--- config.mk ---
export PLATFORM = sky130hd
export DESIGN_NAME = bridge_dual_slope_seq
export DESIGN_NICKNAME = d
export VERILOG_FILES = /design/src/rtl/bridge_dual_slope_seq.sv
export SDC_FILE = /design/constraint.sdc
export NUM_CORES = 1
export LEC_CHECK = 0
export BUFFER_PORTS_ARGS = -buffer_cell sky130_fd_sc_hd__buf_2
export CORE_MARGIN = 2
export CORE_UTILIZATION = 30
export CTS_CLUSTER_SIZE = 16
export DETAILED_ROUTE_END_ITERATION = 8
export SLEW_MARGIN = 20
export SYNTH_ARGS = -nofsm -noshare
export SYNTH_HDL_FRONTEND = slang
export SYNTH_SLANG_ARGS = --single-unit
--- constraint.sdc ---
create_clock -name clk -period 1.6 [get_ports clk]
set_input_delay 0.16 -clock clk [delete_from_list [all_inputs] [get_ports clk]]
set_output_delay 0.16 -clock clk [all_outputs]
set_load 0.02 [all_outputs]
--- src/rtl/bridge_dual_slope_seq.sv ---
`timescale 1ns/1ps
module bridge_dual_slope_seq #(
  parameter int N1        = 64,
  parameter int CNT_LIMIT = 128,
  parameter int AZ_CYCLES = 32,
  parameter int CNT_W     = $clog2(CNT_LIMIT + 1)
) (
  input  logic             clk,
  input  logic             rst_n,
  input  logic             start,
  input  logic             cmp_in,
  output logic             sw_polarity,
  output logic             sw_path,
  output logic             sw_mode,
  output logic             az_en,
  output logic             ready,
  output logic [CNT_W-1:0] result_cnt,
  output logic             result_neg,
  output logic             result_valid,
  output logic             timeout
);
  localparam int MAXV = (N1 > AZ_CYCLES) ? ((N1 > CNT_LIMIT) ? N1 : CNT_LIMIT)
                                         : ((AZ_CYCLES > CNT_LIMIT) ? AZ_CYCLES : CNT_LIMIT);
  localparam int TW = $clog2(MAXV + 1);

  typedef enum logic [1:0] {PH_AZ, PH_IDLE, PH_INT1, PH_INT2} phase_t;

  phase_t        ph;
  logic [TW-1:0] tmr;
  logic          sy1, sy2, pol;
  logic          flipped;

  always_ff @(posedge clk or negedge rst_n)
    if (!rst_n) begin
      sy1 <= 1'b0;
      sy2 <= 1'b0;
    end else begin
      sy1 <= cmp_in;
      sy2 <= sy1;
    end

  assign flipped = (sy2 != pol);

  always_ff @(posedge clk or negedge rst_n)
    if (!rst_n) begin
      ph           <= PH_AZ;
      tmr          <= '0;
      pol          <= 1'b0;
      result_cnt   <= '0;
      result_neg   <= 1'b0;
      result_valid <= 1'b0;
      timeout      <= 1'b0;
    end else begin
      result_valid <= 1'b0;
      case (ph)
        PH_AZ:
          if (tmr == TW'(AZ_CYCLES - 1)) begin
            ph  <= PH_IDLE;
            tmr <= '0;
          end else tmr <= tmr + 1'b1;
        PH_IDLE:
          if (start) begin
            ph  <= PH_INT1;
            tmr <= '0;
          end
        PH_INT1:
          if (tmr == TW'(N1 - 1)) begin
            ph  <= PH_INT2;
            pol <= sy2;
            tmr <= '0;
          end else tmr <= tmr + 1'b1;
        PH_INT2:
          if (flipped || tmr == TW'(CNT_LIMIT)) begin
            ph           <= PH_IDLE;
            result_cnt   <= CNT_W'(tmr);
            result_neg   <= ~pol;
            timeout      <= ~flipped;
            result_valid <= 1'b1;
          end else tmr <= tmr + 1'b1;
        default: ph <= PH_IDLE;
      endcase
    end

  assign az_en       = (ph == PH_AZ);
  assign ready       = (ph != PH_AZ);
  assign sw_path     = (ph == PH_INT2);
  assign sw_polarity = (ph == PH_INT2) && pol;
  assign sw_mode     = 1'b1;

  assert_ready_sticky_R1: assert property (@(posedge clk) disable iff (!rst_n)
    ready |=> ready);
  assert_az_switches_low_R1: assert property (@(posedge clk) disable iff (!rst_n)
    az_en |-> (!sw_path && !sw_polarity && !result_valid));
  assert_ref_entry_R3: assert property (@(posedge clk) disable iff (!rst_n)
    $rose(sw_path) |-> (sw_polarity == $past(sy2)));
  assert_timeout_saturates_R6: assert property (@(posedge clk) disable iff (!rst_n)
    (result_valid && timeout) |-> (result_cnt == CNT_W'(CNT_LIMIT)));
  assert_valid_pulse_R7: assert property (@(posedge clk) disable iff (!rst_n)
    result_valid |=> !result_valid);
  assert_result_hold_R7: assert property (@(posedge clk) disable iff (!rst_n)
    !result_valid |-> ($stable(result_cnt) && $stable(result_neg) && $stable(timeout)));
  assert_path_drop_R3: assert property (@(posedge clk) disable iff (!rst_n)
    $fell(sw_path) |-> result_valid);
endmodule

==> flow_summary_export.csv <==
group,metric,value,unit
critical_path,crit_path_start,"tmr[0]$_DFFE_PN0P_",
flow_run,drv_cap,0,
clock_tree,cts_tree,"done",
layout,drive_above_1_share,56.8,%
hold_path,holdCritPathClass,"in -> reg",
clock_tree,cts_root_buf,"clkbuf_8",
synth,synth.yosys.seq_area_share,44.9,%
synth,synth_edf_count,0,
hold_path,min_path_cells,3,
detailed_routing,drc,0,
floorplan,core,4320,µm²
timing,tightest_slew,0.543,ns
critical_path,cp_data_required_time,1.76,ns
pwr,powerDensity,1770,nW/µm²
layout,num_antenna_cells,0,
critical_path,rr_worst_depth,6,
clock_tree,clock_latency,0.27,ns
critical_path,endpoint,"tmr[3]$_DFFE_PN0P_",
placement,place_ws,-0.125,ns
critical_path,end_kind,"flop",
global_route,antenna_found_initial,0,
pwr,vdd_ir_drop_max,0.877,mV
timing,finalCriticalPeriod,1.70,ns
synth,synth_fp_nets,131,
synth,synth-compound-area-share,16.9,%
synth,synth_area_leaders,"dfrtp_1, ha_1, mux2_2",
global_route,gr-total-overflow,0,
clock_tree,h-tree-depth,1,
synth,synthMuxAreaShare,6.18,%
critical_path,arrival,1.85,ns
detailed_routing,vias,1137,
synth,synthDistinctLibCells,43,
synth,synthAdderAreaFrac,5.62,%
synth,synth_ff_type,"dfrtp_1",
synth,synth_cells,121,
synth,synth_top_family_by_area,"simple AND/OR/NAND/NOR gates",
clock_tree,clock-sinks,24,
clock_tree,max-clock-path-buffers,2,
detailed_routing,vias_per_cell,5.14,
synth,synth-async-reset-ratio,100,%
critical_path,rrSetupSlack,-0.1,ns
outcome,status,"finished, violations left",
synth,ys_ff_latch,24,
critical_path,worstSetupPathType,"reg -> reg",
detailed_routing,wl,3330,µm
detailed_routing,dr.pass1.iters,4,
outcome,violations,"setup timing",
floorplan,die_w,70.7,µm
global_route,grt.total_usage,14.3,%
pwr,p_leak,0.936,nW
critical_path,cp-start-kind,"flop",
synth,syn_avg_cell_area,11.0,µm²
synth,yosys.area_share.simple,17.4,%
placement,port_buffers,18,
floorplan,io_pins,20,
critical_path,cp_max_fo,5,
global_route,grt_pass1_vias,1189,
global_route,grt_pass1_wl,5630,µm
detailed_routing,wire_per_inst,15.0,µm
floorplan,rows,24,
floorplan,die_area,5000,µm²
timing,maxSlewHeadroom,63.8,%
layout,fin_nets,181,
synth,synth_largest_area_cell,"dfrtp_1",
clock_tree,numCtsBuffers,3,
floorplan,die_height,70.7,µm
layout,final_core_utilization,44.9,%
critical_path,r2r-end,"tmr[3]$_DFFE_PN0P_",
timing,setup_viol,14,
synth,synth_warnings,0,
global_route,grt_max_degree,25,
timing,fin_crit_sh,106,%
placement,place_congestion,0.881,
timing,hold_violations,0,
clock_tree,clk_pin_slew_worst_paths,0.09,ns
synth,synth.cell_area,1340,µm²
detailed_routing,postRouteAntennaNets,0,
timing,max_freq,0.590,GHz
floorplan,initial_utilization,30.9,%
layout,area_growth,45.4,%
synth,synth_top_area_share,44.9,%
placement,dp_hpwl,2230,µm
timing,finalMaxSlewViolations,0,
timing,clock_skew,0.0102,ns
detailed_routing,first_iter_violations,38,
timing,rsz0062_at_grt,"yes",
synth,synth-xor-area-share,0.655,%
critical_path,r2r_start,"tmr[0]$_DFFE_PN0P_",
timing,setup_slack,-0.0963,ns
through the flow:
step	instance area, µm²	hold WS, ns	total power [mW]	std cells	setup TNS (ns)
floorplan	1380	-0.136	2.01	121	-0.0363
global placement	1660	0.170	2.50	206	-0.616
detailed placement	1660	0.186	2.56	206	-1.12
CTS	1840	0.279	3.22	219	-0.818
global route	1940	0.347	3.67	221	-2.16
finish	1940	0.316	3.44	221	-0.831
worst max-delay path: stages, from the launching register on:
cell and delay [ns]:
dfrtp_1 0.40, inv_2 0.07, ha_4 0.15, and4bb_4 0.22, a221o_2 0.43, a32oi_1 0.20
o31ai_1 0.10
synthesized netlist by cell type (2+ instances only):
library cell / n
and4_1: 2
o21ai_1: 4
or3_1: 2
a31oi_1: 2
o211ai_1: 3
o311ai_2: 2
buf_4: 2
nor2b_1: 2
nand3_1: 4
inv_1: 10
nand2_1: 13
o21ai_0: 4
nand4_1: 3
dfrtp_1: 24
mux2_2: 5
o31ai_1: 3
ha_1: 6
buf_6: 4
nor3_1: 2
state kept, by name, indices dropped and copies added, names as in the netlist:
register,cells
result_cnt,8
ph,2
result_neg,1
pol,1
result_valid,1
sy2,1
timeout,1
sy1,1
tmr,8
kinds of logic (layout without fill, tap and decap cells):
logic type | Yosys count | count (layout)
XOR/XNOR | 1 | 1
AO/OA/AOI/OAI | 28 | 29
buffers and inverters | 18 | 65
AND/OR/NAND/NOR | 36 | 36
adder cells (fa/ha/maj) | 6 | 6
multiplexers | 7 | 7
flip-flops | 24 | 24
other | 1 | 1
cell type report:
class                   instances  area (µm²)
repair buffers                 51         395
well taps                      52        65.1
fillers                       414        2380
clock buffers                   3        41.3
inverters                      11        43.8
flip-flops and latches         24         604
multi-input cells              80         793
repair_timing:
action	4_1_cts	5_1_grt
endpoints found under the setup margin	20	22
resized for setup	21	20
hold buffers	2	0
setup buffers	7	2
gates cloned	1	1
endpoints found under the hold margin	25	0
pin swaps	7	11
power by group:
| group | total (mW) | leakage [nW] | switching, mW | internal, mW |
|---|---|---|---|---|
| sequential | 0.936 | 0.311 | 0.158 | 0.778 |
| clock | 0.361 | 0.0216 | 0.192 | 0.169 |
| combinational | 2.14 | 0.603 | 1.09 | 1.06 |
cells in the final DEF, fill, tap and decap left out, types with 2 or more instances in the layout:
master and instances:
buf_4 27, dfrtp_1 21, buf_2 17, nand2_1 9, mux2_4 6, inv_2 5
o21ai_2 5, inv_1 5, nand3_1 4, ha_4 4, o21ai_1 3, nand2_4 3
o211ai_1 3, nand4_1 3, clkbuf_8 3, dfrtp_2 3, nor3_1 2, nor2b_1 2
o31ai_1 2, or3_1 2, a31oi_1 2, o311ai_2 2, dlygate4sd3_1 2, buf_6 2
buf_12 2
metal layers:
| metal | wire length (µm) | part of all wire (%) | up-vias | GRT usage, % |
|---|---|---|---|---|
| li1 | - | - | 536 | - |
| met1 | 1450 | 44 | 552 | 17.3 |
| met2 | 1620 | 49 | 41 | 23.8 |
| met3 | 173 | 5.2 | 8 | 3.56 |
| met4 | 81 | 2.4 | 0 | 6.92 |
| met5 | 0 | 0 | - | 0 |
worst min path at each step:
stage | startpoint | to | slack (ns)
after floorplan | rst_n | ph[0]$_DFFE_PN0P_ | -0.14
after global placement | rst_n | ph[1]$_DFFE_PN0P_ | 0.17
after detailed placement | rst_n | ph[1]$_DFFE_PN0P_ | 0.19
after CTS | start | ph[0]$_DFFE_PN0P_ | 0.28
after global routing | start | ph[0]$_DFFE_PN0P_ | 0.35
final | start | ph[0]$_DFFE_PN0P_ | 0.32
(Power assumes the default switching activity.)
